## src/rtl/sll_pkg.sv

```systemverilog
package sll_pkg;
    typedef enum logic [1:0] {
        ST_READY = 2'd0,
        ST_ISSUE = 2'd1,
        ST_WAIT  = 2'd2
    } vfy_state_t;
endpackage

```

## src/rtl/sll_table.sv

```systemverilog
module sll_table #(
    parameter int ENTRIES  = 4,
    parameter int TAG_W    = 5,
    parameter int WA_W     = 30
) (
    input  logic             clk,
    input  logic             rst_n,
    input  logic             lds_v,
    input  logic [TAG_W-1:0] lds_tag,
    input  logic [WA_W-1:0]  lds_wa,
    input  logic             st_v,
    input  logic [WA_W-1:0]  st_wa,
    input  logic             vfy_v,
    input  logic [TAG_W-1:0] vfy_tag,
    output logic             vfy_clean
);
    localparam int IDX_W = (ENTRIES > 1) ? $clog2(ENTRIES) : 1;

    logic             valid_q [ENTRIES];
    logic             hit_q   [ENTRIES];
    logic [TAG_W-1:0] tag_q   [ENTRIES];
    logic [WA_W-1:0]  wa_q    [ENTRIES];
    logic [IDX_W-1:0] rr_q;

    logic [ENTRIES-1:0] st_hit, lds_hit, vfy_hit, slot_free, slot_clean;
    logic [IDX_W-1:0]   lds_sel;
    logic               lds_evict;

    genvar g;
    generate
        for (g = 0; g < ENTRIES; g++) begin : g_slot
            assign st_hit[g]     = st_v && valid_q[g] && (wa_q[g] == st_wa);
            assign lds_hit[g]    = valid_q[g] && (tag_q[g] == lds_tag);
            assign vfy_hit[g]    = valid_q[g] && (tag_q[g] == vfy_tag);
            assign slot_free[g]  = !valid_q[g];
            assign slot_clean[g] = vfy_hit[g] && !hit_q[g] && !st_hit[g];

            always_ff @(posedge clk) begin
                if (!rst_n) begin
                    valid_q[g] <= 1'b0;
                    hit_q[g]   <= 1'b0;
                    tag_q[g]   <= '0;
                    wa_q[g]    <= '0;
                end else begin
                    if (st_hit[g])
                        hit_q[g] <= 1'b1;
                    if (vfy_v && vfy_hit[g])
                        valid_q[g] <= 1'b0;
                    if (lds_v && (lds_sel == IDX_W'(g))) begin
                        valid_q[g] <= 1'b1;
                        hit_q[g]   <= 1'b0;
                        tag_q[g]   <= lds_tag;
                        wa_q[g]    <= lds_wa;
                    end
                end
            end
        end
    endgenerate

    // slot choice: existing tag, else lowest free, else rotating victim
    always_comb begin
        lds_sel   = rr_q;
        lds_evict = 1'b1;
        for (int i = ENTRIES - 1; i >= 0; i--) begin
            if (slot_free[i]) begin
                lds_sel   = IDX_W'(i);
                lds_evict = 1'b0;
            end
        end
        for (int i = 0; i < ENTRIES; i++) begin
            if (lds_hit[i]) begin
                lds_sel   = IDX_W'(i);
                lds_evict = 1'b0;
            end
        end
    end

    always_ff @(posedge clk) begin
        if (!rst_n)
            rr_q <= '0;
        else if (lds_v && lds_evict)
            rr_q <= (rr_q == IDX_W'(ENTRIES - 1)) ? '0 : rr_q + 1'b1;
    end

    assign vfy_clean = |slot_clean;
endmodule

```

## src/rtl/sll_ctrl.sv

```systemverilog
module sll_ctrl
    import sll_pkg::*;
#(
    parameter int TAG_W  = 5,
    parameter int ADDR_W = 32
) (
    input  logic              clk,
    input  logic              rst_n,
    input  logic              vfy_req,
    input  logic [TAG_W-1:0]  vfy_tag,
    input  logic [ADDR_W-1:0] vfy_addr,
    input  logic              vfy_clean,
    input  logic              mem_resp_valid,
    output logic              vfy_accept,
    output logic              reissue_valid,
    output logic [TAG_W-1:0]  reissue_tag,
    output logic [ADDR_W-1:0] reissue_addr,
    output logic              stall
);
    vfy_state_t state_q, state_d;
    logic [TAG_W-1:0]  tag_q;
    logic [ADDR_W-1:0] addr_q;

    always_ff @(posedge clk) begin
        if (!rst_n)
            state_q <= ST_READY;
        else
            state_q <= state_d;
    end

    always_comb begin
        state_d = state_q;
        unique case (state_q)
            ST_READY: if (vfy_req && !vfy_clean) state_d = ST_ISSUE;
            ST_ISSUE: state_d = ST_WAIT;
            ST_WAIT:  if (mem_resp_valid) state_d = ST_READY;
            default:  state_d = ST_READY;
        endcase
    end

    always_ff @(posedge clk) begin
        if (!rst_n) begin
            tag_q  <= '0;
            addr_q <= '0;
        end else if (vfy_accept) begin
            tag_q  <= vfy_tag;
            addr_q <= vfy_addr;
        end
    end

    always_comb begin
        vfy_accept    = 1'b0;
        reissue_valid = 1'b0;
        stall         = 1'b0;
        unique case (state_q)
            ST_READY: vfy_accept = vfy_req;
            ST_ISSUE: begin
                reissue_valid = 1'b1;
                stall         = 1'b1;
            end
            ST_WAIT:  stall = 1'b1;
            default:  stall = 1'b0;
        endcase
    end

    assign reissue_tag  = tag_q;
    assign reissue_addr = addr_q;
endmodule

```

## src/rtl/spec_load_log.sv

```systemverilog
module spec_load_log #(
    parameter int ENTRIES  = 4,
    parameter int TAG_W    = 5,
    parameter int ADDR_W   = 32,
    parameter int WORD_LSB = 2
) (
    input  logic              clk,
    input  logic              rst_n,
    input  logic              spec_valid,
    input  logic [TAG_W-1:0]  spec_tag,
    input  logic [ADDR_W-1:0] spec_addr,
    input  logic              st_valid,
    input  logic [ADDR_W-1:0] st_addr,
    input  logic              vfy_valid,
    input  logic [TAG_W-1:0]  vfy_tag,
    input  logic [ADDR_W-1:0] vfy_addr,
    input  logic              mem_resp_valid,
    output logic              reissue_valid,
    output logic [TAG_W-1:0]  reissue_tag,
    output logic [ADDR_W-1:0] reissue_addr,
    output logic              stall
);
    localparam int WA_W = ADDR_W - WORD_LSB;

    logic vfy_accept, vfy_clean;
    logic unused_lowbits;
    assign unused_lowbits = ^{spec_addr[WORD_LSB-1:0], st_addr[WORD_LSB-1:0]};

    sll_table #(.ENTRIES(ENTRIES), .TAG_W(TAG_W), .WA_W(WA_W)) u_table (
        .clk      (clk),
        .rst_n    (rst_n),
        .lds_v    (spec_valid),
        .lds_tag  (spec_tag),
        .lds_wa   (spec_addr[ADDR_W-1:WORD_LSB]),
        .st_v     (st_valid),
        .st_wa    (st_addr[ADDR_W-1:WORD_LSB]),
        .vfy_v    (vfy_accept),
        .vfy_tag  (vfy_tag),
        .vfy_clean(vfy_clean)
    );

    sll_ctrl #(.TAG_W(TAG_W), .ADDR_W(ADDR_W)) u_ctrl (
        .clk           (clk),
        .rst_n         (rst_n),
        .vfy_req       (vfy_valid),
        .vfy_tag       (vfy_tag),
        .vfy_addr      (vfy_addr),
        .vfy_clean     (vfy_clean),
        .mem_resp_valid(mem_resp_valid),
        .vfy_accept    (vfy_accept),
        .reissue_valid (reissue_valid),
        .reissue_tag   (reissue_tag),
        .reissue_addr  (reissue_addr),
        .stall         (stall)
    );
endmodule

```

## config.mk

```make
export PLATFORM = sky130hd
export DESIGN_NAME = spec_load_log
export DESIGN_NICKNAME = d
export VERILOG_FILES = /design/src/rtl/sll_pkg.sv /design/src/rtl/sll_table.sv /design/src/rtl/sll_ctrl.sv /design/src/rtl/spec_load_log.sv
export SDC_FILE = /design/constraint.sdc
export NUM_CORES = 1
export LEC_CHECK = 0
export BUFFER_PORTS_ARGS = -buffer_cell sky130_fd_sc_hd__buf_4
export CORE_MARGIN = 5
export CORE_UTILIZATION = 35
export CTS_BUF_LIST = sky130_fd_sc_hd__clkbuf_4
export DETAILED_ROUTE_END_ITERATION = 10
export PLACE_DENSITY_LB_ADDON = 0.1
export SKIP_LAST_GASP = 1
export SYNTH_ARGS = -nofsm -noshare
export SYNTH_HDL_FRONTEND = slang
export SYNTH_HIERARCHICAL = 1
export SYNTH_SLANG_ARGS = --single-unit
```

## constraint.sdc

```tcl
create_clock -name clk -period 9.8 [get_ports clk]
set_clock_uncertainty 0.2 [all_clocks]
set_input_delay 0.98 -clock clk [delete_from_list [all_inputs] [get_ports clk]]
set_output_delay 0.98 -clock clk [all_outputs]
set_load 0.02 [all_outputs]
```

Yosys cells after proc, flatten, opt, wreduce, memory -nomap -nowiden:

Memory sizes are Yosys's and may differ from the RTL's.
Cells that the tools add are included.

* add/sub/neg operators: 1
* equality and inequality tests: 20
* multiplexer cells: 84
* bitwise logic cells: 24
* reduce and logical (&&, ||, !) cells: 48

Operator list (count)
* 30-bit equality test: 4
* 30-bit two-way mux: 4
* 1-bit two-way mux: 64
* 5-bit equality test: 8
* 1-bit logical AND: 34
* 1-bit bitwise OR: 24
* 2-bit two-way mux: 11
* 5-bit two-way mux: 4
* 1-bit zero test: 9
* 2-bit equality test (second input constant): 4
* 2-bit case mux with 3 select lines: 1
* 2-bit by 1-bit equality test with 1-bit output (second input constant): 2
* 2-bit zero test: 2
* 4-bit OR reduction: 1
* 2-bit by 1-bit adder with 2-bit output (second input constant): 1
* 2-bit by 1-bit inequality test with 1-bit output (second input constant): 1
* 2-bit inequality test (second input constant): 1
* 2-bit AND reduction: 1
* 2-bit OR reduction: 1

* register bits after elaboration: 41
* RAM bits: 148
* output and inout port bits: 39
* memories kept: 4

Memories
* u_table.wa_q: words 4, width 30, read ports 4, clocked after Yosys merged registers in 0, wr ports 4, RTL line sll_table.sv:22 `logic [WA_W-1:0] wa_q [ENTRIES];`
* u_table.tag_q: words 4, width 5, read ports 4, clocked after Yosys merged registers in 0, wr ports 4, RTL line sll_table.sv:21 `logic [TAG_W-1:0] tag_q [ENTRIES];`
* u_table.hit_q: words 4, width 1, read ports 4, clocked after Yosys merged registers in 0, wr ports 4, RTL line sll_table.sv:20 `logic hit_q [ENTRIES];`
* u_table.valid_q: words 4, width 1, read ports 4, clocked after Yosys merged registers in 0, wr ports 4, RTL line sll_table.sv:19 `logic valid_q [ENTRIES];`

Longest topological paths before layout:

Gate-level depths: netlist of the first run.

* depth after elaboration: 14
* gate-level depth with buffers: 10
* gate-level depth less buffers: 9

By module:

The synthesis of the first run kept the hierarchy.

By module, submodules not included
* sll_table: times used 1, cells each 591, area each 7601.0 um^2, seq. area each 4464.3 um^2
* sll_ctrl: times used 1, cells each 179, area each 1545.2 um^2, seq. area each 780.7 um^2

Worst setup path after synthesis of the first run:

OpenSTA, ideal clock, no wires.

* kind: input-to-reg
* from: in spec_tag[0]
* to: mem u_table.valid_q[3] (enable)
* setup time: 0.307 ns
* arrival time: 5.081 ns
* setup slack: 4.212 ns
* stages on the path: 7
* buffers on the path: 1
* cell sequence: buf_2 xor2_1 nor4_1 and3_1 a311oi_1 o31ai_1 o21bai_1

RTL lines
* from (decl): RTL line spec_load_log.sv:10 `input logic [TAG_W-1:0] spec_tag,`
* to (decl): RTL line sll_table.sv:19

==> flow_metrics.tcl, run 1 <==
set metrics [dict create \
    cts-buffers-inserted 17 \
    cpPeakStageDelay_ns 0.93 \
    avgViaCountPerCell 4.62 \
    synth_top_area_cell "edfxtp_1" \
    worst_pin_slew_ns 1.12 \
    synth_seq_cells 189 \
    worstPathArrival_ns 3.54 \
    dpl.cell_count 1223 \
    antenna_found_initial 1 \
    cts-root-buf "clkbuf_4" \
    clock_sinks 189 \
    rsz0062_at_grt "false" \
    hold_class "register to register" \
    rows 59 \
    p_per_area_mw_per_mm2 167 \
    dieWidth_um 172 \
    synth-async-reset-ratio_pct 0 \
    final_nets 1024 \
    wirelength_mm 23.9 \
    p_leak_uw 0.00415 \
    whs_ns 0.264 \
    max_slew_margin_pct 25.4 \
    synth_top_area_share_pct 47.9 \
    ys_seq_area_share_pct 57.3 \
    htree_levels 4 \
    grt_max_degree 51 \
    finalHoldViolCount 0 \
    period_share_pct 36.2 \
    grtUsageTotal_pct 16.1 \
    crit_fanout 35 \
    drc 0 \
    firstDrtPassIters 5 \
    startpoint_type "primary input" \
    clk-insertion-delay-late_ns 0.58 \
    ant_nets 0 \
    grt_pass1_wl_mm 35.1 \
    dieArea_sq_mm 0.0295 \
    postCtsHoldBufs 0 \
    synth_edf_count 146 \
    fill_cells 2520 \
    port_buffers 146 \
    cts_resized 0 \
    core_area_sq_mm 0.0259 \
    worstPathCellList "buf_4, xor2_1, nor4_1, nand3_1, o211a_1, nor3_1, nand2b_2" \
    hpwl_mm 16.3 \
    grt_overflow_total 0 \
    cap_violations 0 \
    drt-initial-drc-count 351 \
    slowest_stage "nand2b_2" \
    tns_ns 0 \
    cts_setup_buffers 0 \
    place.gp.congestion 0.729 \
    vias 5809 \
    grt_pass1_vias 5734 \
    ys_types 44 \
    syn_avg_cell_area_sq_um 11.9 \
    final_max_slew_viol_count 0 \
    synthTopCellsByArea "edfxtp_1 (48%), and2_1 (9.6%), dfxtp_1 (9.4%)" \
    ios 151 \
    multi_input_area_sq_mm 0.00371 \
    cp_data_required_time_ns 9.80 \
    critPathTopFamily "simple AND/OR/NAND/NOR gates" \
    cts_buffer_depth 2 \
    irDropWorstVdd_v 0.0000929 \
    netlist_instances 770 \
    cts_tree "done" \
    die_h_um 172 \
    syn_area_sq_mm 0.00915 \
    outcome "complete, no violations" \
    regArea_sq_mm 0.00525 \
    critical_path_buf_inv_count 1 \
    synth_ff_type "edfxtp_1" \
    syn_to_final_growth_pct 18.7 \
    synth_commonest_cells "edfxtp_1 (146), and2_1 (141), xnor2_1 (94)" \
    finalSetupViolations 0 \
    initial_core_util_pct 35.3 \
    final_layout_size_suffix_gt1_share_pct 21.3 \
    max_freq_mhz 282 \
    cp-end-kind "register" \
    wl_per_cell_um 19.0 \
    period_minus_slack_ns 3.55 \
    synth_most_common_cell "edfxtp_1" \
    clk_pin_slew_ns 0.16 \
    instances_no_fill 1257 \
    syn-num-nets 887 \
    yosysWarnings 6 \
    path_class "primary input to register" \
]
[metrics by stage]
step                      setup slack (ns)  cell area, sq um  util, %  total power [uW]
after global routing                  6.08             10900     41.9              1900
after global placement                5.63             10600     40.8              1380
after detailed placement              5.60             10600     40.8              1390
final                                 6.25             10900     41.9              1810
after floorplan                       4.21              9150        -              1230
after CTS                             6.26             10800     41.9              1840
[logic make-up (layout without fill, tap and decap cells)]
family                   after synthesis  after routing  synth area share (%)
AND/OR/NAND/NOR                      312            312                  19.0
multiplexers                           4              4                 0.438
XOR/XNOR                             160            160                  15.3
adder cells (fa/ha/maj)                5              5                 0.684
AO/OA/AOI/OAI                         56             56                  4.54
buffers and inverters                 44            194                  2.63
flip-flops                           189            189                  57.3
other                                  0              2                     0
[worst reg2reg max path: cells and delay by family (launching register included)]
kind             cells  cell delay (ns)
AND/OR/NAND/NOR      4             1.94
flip-flops           1             0.45
AO/OA/AOI/OAI        1             0.28
XOR/XNOR             1             0.16
[routing by layer]
metal	vias to the layer above	global-route usage, %	wire (um)
met4	0	2.89	187
met1	2754	22.3	11100
met5	-	0	0
met2	150	26.5	11300
met3	6	3.26	1320
li1	2899	-	-
[power by group]
group,internal [uW],switching [uW]
sequential,940,35.4
clock,161,292
combinational,153,227
[sequential cells by signal (all words and copies together) (netlist names)]
signal               cells
u_table/wa_q           120
u_ctrl/reissue_addr     32
u_table/tag_q           20
u_ctrl/reissue_tag       5
u_table/hit_q            4
u_table/valid_q          4
u_ctrl/state_q           2
u_table/rr_q             2
[final cells by class]
cell class                      count  area share, %
Tap cell                          335           3.86
Clock buffer                       18           1.24
Antenna cell                        2         0.0461
Sequential cell                   189           48.3
Multi-Input combinational cell    537           34.2
Clock inverter                     14           1.43
Inverter                            8          0.277
Timing Repair Buffer              154           10.7
[path summary, 6_finish.rpt]
kind / endpoint / slack (ns) / depth (start not counted) / from
hold reg to reg: u_ctrl/reissue_addr[5] / 0.26 / 2 / u_ctrl/reissue_addr[5]
setup / recovery: u_table/tag_q[2][1] / 6.25 / 7 / spec_tag[0]
hold / removal: u_ctrl/reissue_addr[5] / 0.26 / 2 / u_ctrl/reissue_addr[5]
setup reg to reg: u_table/tag_q[2][1] / 6.38 / 6 / u_table/tag_q[3][0]
[cell usage in the layout (no fill, tap or decap), types with 3 or more instances in the layout]
master	instances
ha_1	5
nand3_1	14
nor2_1	6
nand2b_1	3
nand4_1	21
inv_6	5
nor4_4	4
xnor2_1	94
nand2_1	90
dfxtp_1	43
o21ai_0	4
clkbuf_4	18
xor2_1	66
mux2i_1	4
buf_4	154
nor3_1	3
inv_1	7
and2_1	141
a21boi_1	30
edfxtp_1	146
nor4_1	21
a21boi_0	8
(Power assumes the default switching activity.)
==> run 2: changes to the inputs <==
- clock period: 9.8 -> 2.91 ns (I/O delays scaled with it)
==> flow_metrics.tcl, run 2 (same netlist as run 1, synthesis figures left out) <==
set metrics [dict create \
    outcome "complete, no violations" \
    grtUsageTotal_pct 16.8 \
    finalSetupViolations 0 \
    drc 0 \
    wl_met3_mm 1.38 \
    final_cell_mix "buf_4 (175), edfxtp_1 (146), and2_1 (141), dlygate4sd3_1 (94), xnor2_1 (94)" \
    largest_reg_flops 120 \
    dpl.cell_count 1254 \
    period_minus_slack_ns 2.79 \
    htree_levels 4 \
    final_max_slew_viol_count 0 \
    regArea_sq_mm 0.00525 \
    die_h_um 172 \
    r2r_end "u_table/wa_q[0][22]" \
    avgViaCountPerCell 4.61 \
    cp_data_required_time_ns 3.00 \
    rsz0062_at_grt "true" \
    p_total_uw 6250 \
    ff2ff_path_depth 7 \
    max_slew_margin_pct 59.6 \
    hold_path_startpoint "st_valid" \
    worstPathArrival_ns 2.88 \
    port_buffers 146 \
    hold_depth 5 \
    cts-buffers-inserted 17 \
    cts_buffer_depth 2 \
    pre_cts_ws_ns -0.122 \
    grt_overflow_total 0 \
    cts_tree "done" \
    drt-initial-drc-count 354 \
    routed.top_layer "met4" \
    crit_fanout 16 \
    final_nets 1153 \
    cp-end-kind "register" \
    multi_input_area_sq_mm 0.00375 \
    syn_to_final_growth_pct 34.1 \
    final_layout_size_suffix_gt1_share_pct 22.7 \
    fin_util_pct 47.3 \
    antenna_found_initial 2 \
    wl_per_cell_um 18.3 \
    p_leak_uw 0.00480 \
    startpoint_type "register" \
    rows 59 \
    firstDrtPassIters 4 \
    instances_no_fill 1385 \
    ant_nets 0 \
    grt_pass1_vias 6461 \
    worst_pin_slew_ns 0.601 \
    final_common_cell "buf_4" \
    vias 6385 \
    p_per_area_mw_per_mm2 510 \
    setup_slack_ns 0.120 \
    fill_cells 2381 \
    clk_pin_slew_ns 0.16 \
    initial_core_util_pct 35.3 \
    hpwl_mm 16.9 \
    core_area_sq_mm 0.0259 \
    wl_met1_mm 11.4 \
    met2_length_mm 12.3 \
    clk-insertion-delay-late_ns 0.58 \
    whs_ns 0.143 \
    ios 151 \
    period_share_pct 95.9 \
    wirelength_mm 25.4 \
    hold_end "u_table/hit_q[2]" \
    r2r_slack_ns 0.12 \
    dieArea_sq_mm 0.0295 \
    irDropWorstVdd_v 0.000264 \
    regMostFlops "u_table/wa_q" \
    path_class "register to register" \
    cap_violations 0 \
    finalHoldViolCount 0 \
    cts-root-buf "clkbuf_4" \
    grt_max_degree 38 \
    hold_class "primary input to register" \
    max_freq_mhz 358 \
    r2r-start "u_table/tag_q[2][0]" \
    dieWidth_um 172 \
    place.gp.congestion 0.733 \
    clock_sinks 189 \
    grt_pass1_wl_mm 37.3 \
]
## run 2: stage by stage
step | setup TNS, ns | cell area [sq um]
floorplan | -0.163 | 9220
global placement | -0.215 | 11000
detailed placement | -0.257 | 11000
CTS | 0 | 12200
global route | -0.0408 | 12300
finish | 0 | 12300
## run 2: worst max-delay path by stage
stage / startpoint / endpoint / slack (ns)
2_1_floorplan: spec_tag[0] / u_table/valid_q[3] / -0.08
3_3_place_gp: st_addr[2] / u_ctrl/state_q[0] / -0.11
3_5_place_dp: st_addr[2] / u_ctrl/state_q[0] / -0.12
4_1_cts: u_table/tag_q[2][0] / u_table/wa_q[1][3] / 0.01
5_1_grt: u_table/tag_q[2][0] / u_table/wa_q[0][22] / -0.01
6_report: u_table/tag_q[2][0] / u_table/wa_q[0][22] / 0.12
## run 2: report_power, final
group	switching (uW)	total (uW)	internal (uW)
Sequential	121	3280	3160
Clock	971	1420	449
Combinational	830	1550	718
## run 2: area by class of cell
| class | count | area share (%) |
|---|---|---|
| flip-flops and latches | 189 | 42.8 |
| multi-input cells | 537 | 30.6 |
| repair buffers | 283 | 20.7 |
| well taps | 335 | 3.42 |
| clock buffers | 18 | 1.10 |
| clock inverters | 14 | 1.09 |
| inverters | 8 | 0.275 |
| diodes | 1 | 0.0204 |
## run 2: worst max-delay path: stages (launching register included)
cell and delay (ns):
edfxtp_1 0.45, xor2_1 0.17, nor4_2 0.37, a211oi_1 0.19, a311o_1 0.42, o31a_1 0.37, clkinvlp_4 0.16, buf_12 0.18
## run 2: what timing repair did
item | in CTS | in global routing
resized for setup | 2 | 3
pin swaps | 0 | 4
cloned | 0 | 2
hold endpoints to repair | 179 | 0
endpoints found under the setup margin | 2 | 119
hold buffers | 94 | 0
buffers inserted | 0 | 2
## run 2: per-layer routing
metal	global-route usage [%]	vias to the layer above
met1	22.2	3038
met4	4.00	0
met3	2.69	18
li1	-	3166
met2	29.2	163
met5	0	-
==> run 3: changes to the inputs <==
- clock period: 2.91 -> 2.8 ns (I/O delays scaled with it)
==> flow_metrics.tcl, run 3 (same netlist as run 1, synthesis figures left out) <==
set metrics [dict create \
    critical_path_buf_inv_count 5 \
    grt_overflow_total 0 \
    htree_levels 4 \
    antenna_found_initial 1 \
    drc 0 \
    final_layout_size_suffix_gt1_share_pct 24.6 \
    grt_max_degree 50 \
    r2r-start "u_table/tag_q[2][4]" \
    grtUsageTotal_pct 16.8 \
    period_minus_slack_ns 2.68 \
    outcome "complete, no violations" \
    grt_pass1_vias 6331 \
    core_area_sq_mm 0.0259 \
    ff2ff_path_depth 9 \
    finalSetupViolations 0 \
    crit_cells 10 \
    startpoint "spec_tag[0]" \
    finalHoldViolCount 0 \
    cp_data_required_time_ns 2.94 \
    ios 151 \
    die_h_um 172 \
    max_freq_mhz 373 \
    r2r_slack_ns 0.13 \
    stdcell_area_sq_mm 0.0123 \
    r2r_end "u_table/wa_q[2][27]" \
    rsz0062_at_grt "true" \
    cts-root-buf "clkbuf_4" \
    worstPathArrival_ns 2.82 \
    final_max_slew_viol_count 0 \
    hpwl_mm 17.3 \
    hold_class "primary input to register" \
    wirelength_mm 25.2 \
    hold_depth 3 \
    p_per_area_mw_per_mm2 544 \
    place_area_sq_mm 0.0111 \
    ant_nets 0 \
    cts_buffer_depth 2 \
    endpoint "u_table/tag_q[0][1]" \
    cpPeakStageDelay_ns 0.54 \
    rows 59 \
    initial_core_util_pct 35.3 \
    critPathTopFamily "buffers and inverters" \
    drt-initial-drc-count 365 \
    cp-end-kind "register" \
    dieWidth_um 172 \
    cts-buffers-inserted 17 \
    instances_no_fill 1383 \
    slowest_stage "dlygate4sd3_1" \
    startpoint_type "primary input" \
    pre_cts_ws_ns -0.0634 \
    largest_reg_flops 120 \
    final_cell_mix "buf_4 (190), edfxtp_1 (146), and2_1 (141), xnor2_1 (94), nand2_1 (90)" \
    clk_pin_slew_ns 0.15 \
    clk-insertion-delay-late_ns 0.58 \
    dieArea_sq_mm 0.0295 \
    crit_top_cell "buf_4" \
    setup_slack_ns 0.119 \
    worst_pin_slew_ns 0.633 \
    irDropWorstVdd_v 0.000289 \
    dpl.cell_count 1272 \
    syn_to_final_growth_pct 34.7 \
    wl_per_cell_um 18.2 \
    worstPathCellList "dlygate4sd3_1, buf_4, buf_4, xnor2_1, nand3_1, o221ai_1, nor2_1, o31a_1, clkinvlp_4, buf_4" \
    period_share_pct 95.8 \
    whs_ns 0.0513 \
    crit_fanout 10 \
    cap_violations 0 \
    path_class "primary input to register" \
    place.gp.congestion 0.742 \
    final_nets 1151 \
    regMostFlops "u_table/wa_q" \
    clock_sinks 189 \
    grt_pass1_wl_mm 37.2 \
    max_slew_margin_pct 57.7 \
    p_leak_uw 0.00481 \
    final_common_cell "buf_4" \
    avgViaCountPerCell 4.59 \
    firstDrtPassIters 5 \
    vias 6347 \
    port_buffers 146 \
    cts_tree "done" \
]
==> run 3: cell count changes in the layout (fill, tap and decap cells not counted), moves of 3 or more <==
cell and delta:
inv_6 -3, buf_4 +15, inv_8 +3, buf_12 +3, dlygate4sd3_1 -19
==> run 3: through the flow <==
step	power, uW	TNS [ns]	util (%)
floorplan	4320	-3.00	-
global placement	4960	-0.490	43.0
detailed placement	4970	-2.14	43.0
CTS	6770	-0.611	47.2
global route	7050	-0.00391	47.5
finish	6700	0	47.5
==> run 3: repair_timing <==
item                                   4_1_cts  5_1_grt
gates resized for setup                      2        7
setup endpoints to repair                   73      131
gates cloned                                 0        1
pin swaps                                    0        5
endpoints found under the hold margin      181        0
hold buffers                                75        0
buffers inserted                             0        2
==> run 3: worst min path at each step <==
stage                                   end  slack, ns                    start
global placement      u_ctrl/reissue_tag[2]       0.24    u_ctrl/reissue_tag[2]
floorplan            u_ctrl/reissue_addr[0]       0.21              vfy_addr[0]
detailed placement  u_ctrl/reissue_addr[13]       0.25  u_ctrl/reissue_addr[13]
global route               u_table/hit_q[2]       0.06                    rst_n
CTS                        u_table/hit_q[2]       0.01                    rst_n
finish                     u_table/hit_q[2]       0.05                    rst_n
==> run 3: metal layers <==
metal / vias to the layer above / track usage, % / part of all wire (%)
li1: 3156 / - / -
met1: 3028 / 22.4 / 45
met2: 155 / 28.9 / 49
met3: 8 / 3.49 / 5.7
met4: 0 / 2.86 / 0.77
met5: - / 0 / 0
==> run 3: final cells by class <==
type / count / area [sq um]
Clock inverter: 15 / 206
Fill cell: 2370 / 13600
Sequential cell: 189 / 5250
Antenna cell: 1 / 2.50
Inverter: 8 / 33.8
Multi-Input combinational cell: 537 / 3780
Tap cell: 335 / 419
Timing Repair Buffer: 281 / 2500
Clock buffer: 17 / 128
==> run 3: report_power, final <==
part	leakage [uW]	switching [uW]	internal [uW]	total [uW]
combinational	0.00275	869	724	1590
sequential	0.00189	122	3290	3410
clock	0.000169	1050	655	1700
total	0.00481	2040	4660	6700
==> run 3: worst min-delay path, delay by kind of cell <==
kind,cells,cell delay [ns]
buf+inv,2,0.25
simple gates,1,0.23
